`config.mk`:
```
export PLATFORM = sky130hd
export DESIGN_NAME = ctl_space_dec
export DESIGN_NICKNAME = d
export VERILOG_FILES = /design/src/rtl/ctl_dec_pkg.sv /design/src/rtl/ctl_regs.sv /design/src/rtl/ctl_cursor.sv /design/src/rtl/ctl_wtt.sv /design/src/rtl/ctl_space_dec.sv
export SDC_FILE = /design/constraint.sdc
export NUM_CORES = 1
export LEC_CHECK = 0
export CORE_MARGIN = 2
export CORE_UTILIZATION = 60
export DETAILED_ROUTE_END_ITERATION = 8
export PLACE_DENSITY = 0.82
export SLEW_MARGIN = 40
export SYNTH_ARGS = -nofsm -noshare
export SYNTH_HDL_FRONTEND = slang
export SYNTH_SLANG_ARGS = --single-unit
```
`constraint.sdc`:
```
create_clock -name clk_i -period 2.52 [get_ports clk_i]
set_clock_uncertainty 0.05 [all_clocks]
set_input_delay 0.756 -clock clk_i [delete_from_list [all_inputs] [get_ports clk_i]]
set_output_delay 0.756 -clock clk_i [all_outputs]
set_load 0.01 [all_outputs]
```
`src/rtl/ctl_dec_pkg.sv`:
```
package ctl_dec_pkg;

  typedef enum logic [1:0] {
    ADV_NONE = 2'd0,
    ADV_STEP = 2'd1,
    ADV_TRIP = 2'd2
  } adv_e;

  localparam logic [3:0] SPACE_CUR = 4'h1;
  localparam logic [3:0] SPACE_REG = 4'h2;
  localparam logic [3:0] SPACE_WTT = 4'h3;

endpackage

```
`src/rtl/ctl_regs.sv`:
```
module ctl_regs
  import ctl_dec_pkg::*;
#(
  parameter int              DW        = 8,
  parameter int              IW        = 2,
  parameter int              N_REG     = 16,
  parameter int              WIDE_BASE = 14,
  parameter logic [7:0]      REV_LOC   = 8'h20,
  parameter logic [DW-1:0]   ID_CODE   = 8'h2A,
  parameter logic [DW-1:0]   REV_CODE  = 8'h0A
) (
  input  logic          clk_i,
  input  logic          rst_ni,
  input  logic [7:0]    ptr_lo_i,
  input  logic [IW-1:0] idx_i,
  input  logic          rd_en_i,
  input  logic          wr_en_i,
  input  logic [DW-1:0] wdata_i,
  output logic [DW-1:0] rdata_o,
  output adv_e          adv_o
);

  localparam int SW    = $clog2(N_REG);
  localparam int NCOMP = 3;
  localparam int NSLOT = 2 ** IW;

  logic          in_low;
  logic          is_rev;
  logic [SW-1:0] sel;
  logic [DW-1:0] rd_g [N_REG];

  assign in_low = ptr_lo_i < 8'(N_REG);
  assign is_rev = ptr_lo_i == REV_LOC;
  assign sel    = ptr_lo_i[SW-1:0];

  for (genvar g = 0; g < N_REG; g++) begin : g_reg
    if (g == 0) begin : g_id
      assign rd_g[g] = ID_CODE;
    end else if (g >= WIDE_BASE) begin : g_wide
      logic [DW-1:0] b_q [NSLOT];
      always_ff @(posedge clk_i or negedge rst_ni) begin
        if (!rst_ni) begin
          for (int k = 0; k < NSLOT; k++) b_q[k] <= '0;
        end else if (wr_en_i && in_low && sel == SW'(g) && int'(idx_i) < NCOMP) begin
          b_q[idx_i] <= wdata_i;
        end
      end
      // slot 3 is never written, so it reads as zero
      assign rd_g[g] = b_q[idx_i];
    end else begin : g_byte
      logic [DW-1:0] b_q;
      always_ff @(posedge clk_i or negedge rst_ni) begin
        if (!rst_ni)                                b_q <= '0;
        else if (wr_en_i && in_low && sel == SW'(g)) b_q <= wdata_i;
      end
      assign rd_g[g] = b_q;
    end
  end

  always_comb begin
    rdata_o = '0;
    adv_o   = ADV_NONE;
    if (in_low) begin
      rdata_o = rd_g[sel];
      if (rd_en_i || wr_en_i) adv_o = (int'(sel) >= WIDE_BASE) ? ADV_TRIP : ADV_STEP;
    end else if (is_rev) begin
      rdata_o = REV_CODE;
      if (rd_en_i) adv_o = ADV_STEP;
    end
  end

endmodule

```
`src/rtl/ctl_cursor.sv`:
```
module ctl_cursor
  import ctl_dec_pkg::*;
#(
  parameter int DW    = 8,
  parameter int IW    = 2,
  parameter int N_ENT = 4,
  parameter int N_RD  = 2
) (
  input  logic          clk_i,
  input  logic          rst_ni,
  input  logic [7:0]    ptr_lo_i,
  input  logic [IW-1:0] idx_i,
  input  logic          rd_en_i,
  input  logic          wr_en_i,
  input  logic [DW-1:0] wdata_i,
  output logic [DW-1:0] rdata_o,
  output adv_e          adv_o
);

  localparam int EW    = $clog2(N_ENT);
  localparam int NCOMP = 3;
  localparam int NSLOT = 2 ** IW;

  logic [NSLOT-1:0][DW-1:0] cur_q [N_ENT];
  logic                     wr_ok, rd_ok;
  logic [EW-1:0]            ent;

  assign ent   = ptr_lo_i[EW-1:0];
  assign wr_ok = ptr_lo_i < 8'(N_ENT);
  assign rd_ok = ptr_lo_i < 8'(N_RD);

  always_ff @(posedge clk_i or negedge rst_ni) begin
    if (!rst_ni) begin
      for (int e = 0; e < N_ENT; e++) cur_q[e] <= '0;
    end else if (wr_en_i && wr_ok && int'(idx_i) < NCOMP) begin
      cur_q[ent][idx_i] <= wdata_i;
    end
  end

  always_comb begin
    rdata_o = rd_ok ? cur_q[ent][idx_i] : '0;
    adv_o   = ((wr_en_i && wr_ok) || (rd_en_i && rd_ok)) ? ADV_TRIP : ADV_NONE;
  end

`ifndef SYNTHESIS
  p_cur_store_r6: assert property (@(posedge clk_i) disable iff (!rst_ni)
    (wr_en_i && wr_ok && int'(idx_i) < NCOMP) |=>
      cur_q[$past(ent)][$past(idx_i)] == $past(wdata_i));
`endif

endmodule

```
`src/rtl/ctl_wtt.sv`:
```
module ctl_wtt
  import ctl_dec_pkg::*;
#(
  parameter int DW    = 8,
  parameter int IW    = 2,
  parameter int DEPTH = 16
) (
  input  logic          clk_i,
  input  logic          rst_ni,
  input  logic [7:0]    ptr_lo_i,
  input  logic [IW-1:0] idx_i,
  input  logic          rd_en_i,
  input  logic          wr_en_i,
  input  logic [DW-1:0] wdata_i,
  output logic [DW-1:0] rdata_o,
  output adv_e          adv_o
);

  localparam int AW = $clog2(DEPTH);
  localparam int WW = 3 * DW;

  logic [WW-1:0] entry_q [DEPTH];
  logic [WW-1:0] stage_q;
  logic [WW-1:0] word;
  logic [AW-1:0] a;
  logic          hit;

  assign a    = ptr_lo_i[AW-1:0];
  assign hit  = ptr_lo_i < 8'(DEPTH);
  assign word = entry_q[a];

  always_ff @(posedge clk_i or negedge rst_ni) begin
    if (!rst_ni) begin
      stage_q <= '0;
      for (int e = 0; e < DEPTH; e++) entry_q[e] <= '0;
    end else if (hit && wr_en_i) begin
      unique case (idx_i)
        IW'(0): stage_q <= {{(WW-DW){1'b0}}, wdata_i};
        IW'(1): stage_q[2*DW-1:DW] <= wdata_i;
        IW'(2): begin
          stage_q[WW-1:2*DW] <= wdata_i;
          entry_q[a]         <= {wdata_i, stage_q[2*DW-1:0]};
        end
        default: ;
      endcase
    end else if (hit && rd_en_i && idx_i == IW'(0)) begin
      stage_q <= word;
    end
  end

  always_comb begin
    rdata_o = '0;
    if (hit) begin
      unique case (idx_i)
        IW'(0):  rdata_o = word[DW-1:0];
        IW'(1):  rdata_o = stage_q[2*DW-1:DW];
        IW'(2):  rdata_o = stage_q[WW-1:2*DW];
        default: rdata_o = '0;
      endcase
    end
    adv_o = (hit && (rd_en_i || wr_en_i)) ? ADV_TRIP : ADV_NONE;
  end

`ifndef SYNTHESIS
  p_commit_word_r7: assert property (@(posedge clk_i) disable iff (!rst_ni)
    (hit && wr_en_i && idx_i == IW'(2)) |=>
      entry_q[$past(a)] == {$past(wdata_i), $past(stage_q[2*DW-1:0])});

  p_snapshot_r8: assert property (@(posedge clk_i) disable iff (!rst_ni)
    (hit && rd_en_i && !wr_en_i && idx_i == IW'(0)) |=> stage_q == $past(word));
`endif

endmodule

```
`src/rtl/ctl_space_dec.sv`:
```
module ctl_space_dec
  import ctl_dec_pkg::*;
#(
  parameter int            DW        = 8,
  parameter int            PW        = 12,
  parameter int            IW        = 2,
  parameter int            N_REG     = 16,
  parameter int            WIDE_BASE = 14,
  parameter int            N_CUR     = 4,
  parameter int            N_CUR_RD  = 2,
  parameter int            WTT_DEPTH = 16,
  parameter logic [DW-1:0] ID_CODE   = 8'h2A,
  parameter logic [DW-1:0] REV_CODE  = 8'h0A
) (
  input  logic          clk_i,
  input  logic          rst_ni,
  input  logic [PW-1:0] ptr_i,
  input  logic [IW-1:0] idx_i,
  input  logic          rd_i,
  input  logic          wr_i,
  input  logic [DW-1:0] wdata_i,
  output logic [DW-1:0] rdata_o,
  output logic          adv_trip_o,
  output logic          adv_step_o
);

  logic [3:0]    space;
  logic [7:0]    ptr_lo;
  logic          rd_en, wr_en;
  logic          cur_sel, reg_sel, wtt_sel;
  logic [DW-1:0] cur_rd, reg_rd, wtt_rd, sel_rd;
  adv_e          cur_adv, reg_adv, wtt_adv, sel_adv;

  assign space   = ptr_i[PW-1:PW-4];
  assign ptr_lo  = ptr_i[7:0];
  assign wr_en   = wr_i;
  assign rd_en   = rd_i && !wr_i;  // write takes precedence
  assign cur_sel = space == SPACE_CUR;
  assign reg_sel = space == SPACE_REG;
  assign wtt_sel = space == SPACE_WTT;

  ctl_cursor #(.DW(DW), .IW(IW), .N_ENT(N_CUR), .N_RD(N_CUR_RD)) i_cursor (
    .clk_i, .rst_ni, .ptr_lo_i(ptr_lo), .idx_i,
    .rd_en_i(rd_en && cur_sel), .wr_en_i(wr_en && cur_sel), .wdata_i,
    .rdata_o(cur_rd), .adv_o(cur_adv)
  );

  ctl_regs #(.DW(DW), .IW(IW), .N_REG(N_REG), .WIDE_BASE(WIDE_BASE),
             .ID_CODE(ID_CODE), .REV_CODE(REV_CODE)) i_regs (
    .clk_i, .rst_ni, .ptr_lo_i(ptr_lo), .idx_i,
    .rd_en_i(rd_en && reg_sel), .wr_en_i(wr_en && reg_sel), .wdata_i,
    .rdata_o(reg_rd), .adv_o(reg_adv)
  );

  ctl_wtt #(.DW(DW), .IW(IW), .DEPTH(WTT_DEPTH)) i_wtt (
    .clk_i, .rst_ni, .ptr_lo_i(ptr_lo), .idx_i,
    .rd_en_i(rd_en && wtt_sel), .wr_en_i(wr_en && wtt_sel), .wdata_i,
    .rdata_o(wtt_rd), .adv_o(wtt_adv)
  );

  always_comb begin
    sel_rd  = '0;
    sel_adv = ADV_NONE;
    unique case (space)
      SPACE_CUR: begin sel_rd = cur_rd; sel_adv = cur_adv; end
      SPACE_REG: begin sel_rd = reg_rd; sel_adv = reg_adv; end
      SPACE_WTT: begin sel_rd = wtt_rd; sel_adv = wtt_adv; end
      default: ;
    endcase
  end

  always_ff @(posedge clk_i or negedge rst_ni) begin
    if (!rst_ni) begin
      rdata_o    <= '0;
      adv_trip_o <= 1'b0;
      adv_step_o <= 1'b0;
    end else begin
      rdata_o    <= rd_en ? sel_rd : '0;
      adv_trip_o <= sel_adv == ADV_TRIP;
      adv_step_o <= sel_adv == ADV_STEP;
    end
  end

`ifndef SYNTHESIS
  p_adv_excl_r10: assert property (@(posedge clk_i) disable iff (!rst_ni)
    $onehot0({adv_trip_o, adv_step_o}));

  p_adv_needs_access_r10: assert property (@(posedge clk_i) disable iff (!rst_ni)
    !(rd_i || wr_i) |=> !adv_trip_o && !adv_step_o && rdata_o == '0);

  p_id_read_r3: assert property (@(posedge clk_i) disable iff (!rst_ni)
    (rd_i && !wr_i && reg_sel && ptr_lo == 8'h00) |=> rdata_o == ID_CODE && adv_step_o);

  p_other_space_quiet_r2: assert property (@(posedge clk_i) disable iff (!rst_ni)
    ((rd_i || wr_i) && !cur_sel && !reg_sel && !wtt_sel) |=>
      !adv_trip_o && !adv_step_o && rdata_o == '0);
`endif

endmodule

```
### Word-level counts from Yosys, hierarchy flattened

Cells that the tools add are included.

| word-level totals | value |
|---|---|
| ROM bits | 0 |
| output and inout bits | 10 |
| register bits | 714 |
| memory bits (writable) | 0 |
| bits in latches | 0 |
| logic and storage cells | 196 |
| bits of input ports | 26 |
| memories kept | 0 |

| cells by class | value |
|---|---|
| bitwise logic cells | 3 |
| multiply operators | 0 |
| reduce and logical (&&, ||, !) cells | 46 |
| divide/modulo/power cells | 0 |
| add/subtract/negate cells | 0 |
| muxes and demuxes | 49 |
| shift operators | 0 |
| equality and inequality tests | 26 |
| $lt $le $gt $ge | 13 |

Operator list:

| cell | number |
|---|---|
| $bwmux 384 | 1 |
| $bwmux 128 | 1 |
| $mux 24 | 5 |
| $mux 8 | 14 |
| $bmux 24 s4 | 1 |
| $demux 24 s4 | 1 |
| $mux 32 | 3 |
| $bmux 32 s2 | 1 |
| $bwmux 32 | 2 |
| $demux 32 s2 | 1 |
| $bmux 8 s2 | 3 |
| $pmux 8 s3 | 2 |
| $logic_and 1x1->1 | 36 |
| $bmux 8 s4 | 1 |
| $demux 8 s2 | 2 |
| $eq 4x4->1 const B | 8 |
| $pmux 8 s2 | 2 |
| $eq 4x2->1 const B | 4 |
| $eq 4x3->1 const B | 4 |
| $mux 2 | 6 |
| $eq 4x1->1 const B | 2 |
| $eq 8x6->1 const B | 1 |
| $lt 8x2->1 const B | 1 |
| $lt 8x3->1 const B | 1 |
| 23 further kinds | 34 |

### Depth between registers and ports, before layout

| logic depth | value |
|---|---|
| depth in word-level cells | 10 |
| mapped depth | 10 |
| depth with buffers taken out | 5 |

### By module

A second synthesis with hierarchy kept.

| unflattened totals | value |
|---|---|
| cell total of the unflattened synthesis | 2144 |
| area, all modules | 31483.9 um2 |

By module, submodules not included:

| module | sequential area each (um2) | times used | cells each | area an instance (um2) |
|---|---|---|---|---|
| ctl_wtt | 10209.8 | 1 | 1259 | 19022.0 |
| ctl_regs | 4204.0 | 1 | 525 | 7723.7 |
| ctl_cursor | 2202.1 | 1 | 300 | 4072.7 |
| ctl_space_dec | 250.2 | 1 | 60 | 665.6 |

### Worst setup path after synthesis

OpenSTA, ideal clock, no wires.

| timing path | value |
|---|---|
| kind | input -> register |
| start | input ptr_i[4] |
| end | register i_wtt.entry_q[100] (netlist name) |
| required time | 2.345 ns |
| buffers on the path | 2 |
| path slack | -0.269 ns |
| stages on the path | 7 |
| arrival | 2.614 ns |
| setup time | 0.125 ns |
| path through | or4_4 nor4_4 buf_12 nand2_8 nor2_8 buf_12 mux2_4 |

| on the way | value |
|---|---|
| longest elaborated chain between the ends | 3 |

Ends and longest elaborated chain:

| element | RTL line | source |
|---|---|---|
| start, declared | ctl_space_dec.sv:17 | `input logic [PW-1:0] ptr_i,` |
| $lt 8x5->1 | ctl_wtt.sv:29 | `assign hit = ptr_lo_i < 8'(DEPTH);` |
| $logic_and 1x1->1 | ctl_wtt.sv:36 | `end else if (hit && wr_en_i) begin` |
| $reduce_and 2->1 (no line) | -- |  |
| end signal, assigned by index | ctl_wtt.sv:42 | `entry_q[a] <= {wdata_i, stage_q[2*DW-1:0]};` |
| end, declared | ctl_wtt.sv:22 | `logic [WW-1:0] entry_q [DEPTH];` |

Every way passes these cells.
A chain may end at the register's enable or synchronous reset.

### Worst setup path after layout

| timing path | value |
|---|---|
| start | input ptr_i[2] |
| end | register rdata_o[7] |

| on the way | value |
|---|---|
| longest elaborated chain between the ends | 8 |
| elaborated cells on any way between the ends | 15 |
| classes of those cells | order compare (2); mux (12); bitwise (1) |

Ends and longest elaborated chain:

| element | RTL line | source |
|---|---|---|
| $not 4->5 (not written as such) | ctl_regs.sv:64, ctl_wtt.sv:30 |  |
| $bmux 24 s4 | ctl_wtt.sv:30 | `assign word = entry_q[a];` |
| $mux 24 (not written as such) (2 in series) | ctl_wtt.sv:30 |  |
| $pmux 8 s3 | ctl_wtt.sv:54 | `unique case (idx_i)` |
| $mux 8 | ctl_wtt.sv:53 | `if (hit) begin` |
| $pmux 8 s3 (*) | ctl_space_dec.sv:64 | `unique case (space)` |
| $mux 8 (*) | ctl_space_dec.sv:78 | `rdata_o <= rd_en ? sel_rd : '0;` |
| end signal, assigned | ctl_space_dec.sv:78 |  |
| end, declared | ctl_space_dec.sv:22 | `output logic [DW-1:0] rdata_o,` |

Mark *: on every way between the ends. The rest lies on a longest branch, timed or not. The select of a mux whose other input is x is not followed.

==> run summary <==
The initial utilization of the core area, before any placement, comes to 60.57%. Summing all multi-input logic gate instances after layout gives 14510 sq um. The worst path uses 99.17% of the clock period.

The first TritonRoute pass finished after 5 iterations. Timing analysis after detailed placement gives a worst setup slack of -807.9 ps. The area of all placed cells without fillers came out at 38400 sq um. During I/O placement, the number of pins put on the boundary was 36. Measured along the x axis, the die boundary spans 237.1 um. The core region is 53810 sq um.

The post-layout utilization of the core came out at 71.36%. Setup repair after global routing could not meet its margin everywhere. Largest net degree at the start of global routing: 89. The run gives 0 as the total of endpoints with negative setup slack in the final report.

The count of distinct cell types in the synthesized netlist was 75. The critical path in this run is classified as in2reg. The number of global-route vias before repair was 21070.

The global routing usage summed across all routing layers was 30.93%; the worst hold slack across all endpoints was 318.8 ps. Measured against its own limit, the worst slew margin works out to 47.52%. The clock-pin transition on the worst setup and hold timing paths works out to 60 ps. Of all flip-flops after synthesis, the portion carrying an async set or reset was 100.0%. The net count of the finished layout is 2285. The post-synthesis area per instance was 15.74 sq um; the final max-slew violation count was 0. The flow ran to the end, and the final reports show no timing, DRC or antenna violations. Data arrives at the worst endpoint at 2880 ps. The run gives 35880 sq um as the placed cell area. In this run, placement finished with an instance count of 2873. At the worst endpoint, the required time is 2900 ps.

The count of input and output buffers was 35. TritonCTS built the clock tree. Relative to the synthesized area, the layout overhead comes to 17.81%. The biggest area contributor in the post-synthesis netlist is sky130_fd_sc_hd__dfrtp_1. Static timing analysis puts the maximum clock frequency at 0.4002 GHz.

The run gives 0 as the number of antenna violations at the first check in global routing. The tools report the die area as 56210 sq um. The logs give 0 for the number of endpoints with negative hold slack in the final report and 85 for the total number of placement rows. The slew at the pin closest to its max-slew limit is 787.3 ps, and the peak fanout along the critical path is 4. The deepest level of the CTS H-tree was 3. The commonest cells after synthesis are sky130_fd_sc_hd__dfrtp_1 (684), sky130_fd_sc_hd__mux2_2 (353), sky130_fd_sc_hd__mux2_4 (260), sky130_fd_sc_hd__mux4_2 (160), sky130_fd_sc_hd__clkbuf_1 (117). The kind of end point of the critical path is a flop.

The number of warning messages in the yosys log is 0, and the deepest clock path buffer count is 3. The logs give 18.72 nW for the static leakage power and 22.96 mW for the power after layout. The share of final-layout standard cells stronger than drive strength 1 came out at 54.87%. After detailed routing, the average wire length per cell comes to 27.77 um. The worst setup path is launched from an input port.

Sequential elements use 52.51% of the synthesized area. In this run the cell area of the synthesized design comes to 32600 sq um. Dividing total power by cell area gives a power density of 597.8 nW/um^2.

IR analysis of the VDD net gives a maximum drop of 590.0 uV. Vias after detailed routing: 19420. After detailed routing, the number of remaining DRC violations is 0. The die height works out to 237.1 um. Sorting the synthesized cells by area gives the leading types as sky130_fd_sc_hd__dfrtp_1 (53%), sky130_fd_sc_hd__mux2_2 (12%), sky130_fd_sc_hd__mux2_4 (12%). The tools report the leftover overflow at the end of global routing as 0.

After the flow finishes, the layout carries non-filler instances totaling 3005. The tree built by TritonCTS fans out to 684 sinks. The min-delay analysis places its worst path in the category reg2reg.

Worst-skew pair later-pin latency: 620 ps. Of the post-synthesis cell area, the dominant cell type holds 52.51%. The tree is rooted in a sky130_fd_sc_hd__clkbuf_16.

The filler cells instantiated in the layout total 3203. Final weighted congestion in routability-driven placement: 0.9225. In the synthesized netlist the dominant register cell turns out to be sky130_fd_sc_hd__dfrtp_1. The first global-routing pass estimated 131700 um of wire. Adding up every negative setup slack in the final design gives 0 ps.

The logs give 1868 for the detailed router's first-iteration violation count and 70 for the number of buffers created by CTS. Registers take 17120 sq um. Synthesis produced a netlist with a net count of 2097. For the final critical-path setup slack, the log shows 20.96 ps. The routed design has 83450 um of wire. Counting every instance in the synthesized netlist gives 2071. The wire-length estimate of the detail-placed layout is 54780 um. The number of synthesized flops with an enable pin came out at 0. The number of register bits inferred by synthesis works out to 684.

Among all cell types in the netlist, the one instantiated most often is sky130_fd_sc_hd__dfrtp_1. Max-cap violations in this run came to 0. In the routed layout, each cell is associated on average with a via count of 6.464. The number of antenna diodes in the final layout is 0.

The count of nets left with antenna violations once routing finished came out at 0. After layout, the minimum clock period comes to 2499 ps.
==> worst max-delay path, cell delays in order <==
cell and delay, ps:
sky130_fd_sc_hd__clkdlybuf4s50_1 500, sky130_fd_sc_hd__buf_4 200, sky130_fd_sc_hd__and2_1 290, sky130_fd_sc_hd__a22oi_1 280, sky130_fd_sc_hd__nand2_1 210, sky130_fd_sc_hd__a211oi_1 300, sky130_fd_sc_hd__buf_4 170, sky130_fd_sc_hd__o21ai_0 170
==> registers in the layout, indices dropped and copies added, names as in the netlist <==
register,flops
adv_step_o,1
adv_trip_o,1
i_cursor.cur_q,98
i_regs.g.g_byte.b_q,104
i_regs.g.g_wide.b_q,64
i_wtt.entry_q,384
i_wtt.stage_q,24
rdata_o,8
==> report_power, final <==
group / switching [mW] / total [mW] / internal, mW
Combinational: 0.814 / 1.28 / 0.462
Clock: 4.38 / 10.6 / 6.21
Sequential: 0.0772 / 11.1 / 11.0
==> cell usage in the layout, fill, tap and decap left out, types with 26 or more instances in the layout <==
cell type | Yosys | final
sky130_fd_sc_hd__dfrtp_1 | 684 | 684
sky130_fd_sc_hd__mux2_2 | 353 | 328
sky130_fd_sc_hd__mux2_4 | 260 | 285
sky130_fd_sc_hd__buf_4 | 18 | 213
sky130_fd_sc_hd__mux4_2 | 160 | 160
sky130_fd_sc_hd__buf_12 | 9 | 80
sky130_fd_sc_hd__clkbuf_16 | 0 | 71
sky130_fd_sc_hd__nand2_1 | 69 | 65
sky130_fd_sc_hd__nor2_1 | 45 | 45
sky130_fd_sc_hd__mux2i_1 | 32 | 32
sky130_fd_sc_hd__a31oi_1 | 26 | 26
==> logic make-up (layout without fill, tap and decap cells) <==
group / after synthesis / after routing / share of synthesized area [%]
mux: 805 / 805 / 36.21
flops: 684 / 684 / 52.51
simple gates: 235 / 235 / 4.564
buf+inv: 221 / 459 / 3.927
compound gates: 126 / 126 / 2.794
==> final cells by class <==
class,count,share of cell area [%]
flip-flops and latches,684,44.57
multi-input cells,1166,37.77
repair buffers,333,9.292
clock buffers,100,5.353
well taps,696,2.268
clock inverters,22,0.7070
inverters,4,0.03910
==> timing repair <==
item | CTS | global route
setup buffers | 8 | 1
hold buffers | 1 | 0
endpoints found under the setup margin | 476 | 42
pin swaps | 11 | 3
hold endpoints to repair | 5 | 0
resized for setup | 16 | 4
==> metal layers <==
| metal | global-route usage, % | wire length [um] | share of wire (%) |
|---|---|---|---|
| met1 | 43.42 | 34510 | 41 |
| met2 | 48.97 | 40180 | 48 |
| met3 | 5.980 | 5870 | 7.0 |
| met4 | 10.77 | 2882 | 3.5 |
| met5 | 0 | 0 | 0 |
==> final timing paths <==
check / startpoint / to / slack, ps / cells after the start
max: ptr_i[2] / rdata_o[7]$_DFF_PN0_ / 20 / 8
min: i_cursor.cur_q[58]$_DFFE_PN0P_ / i_cursor.cur_q[58]$_DFFE_PN0P_ / 320 / 0
max reg2reg: i_wtt.entry_q[79]$_DFFE_PN0P_ / rdata_o[7]$_DFF_PN0_ / 320 / 6
min reg2reg: i_cursor.cur_q[58]$_DFFE_PN0P_ / i_cursor.cur_q[58]$_DFFE_PN0P_ / 320 / 0
max in group asynchronous: rst_ni / i_cursor.cur_q[82]$_DFFE_PN0P_ / 890 / 4
min in group asynchronous: rst_ni / i_wtt.entry_q[336]$_DFFE_PN0P_ / 610 / 2
Note: power is estimated with default switching activity, not from simulation.
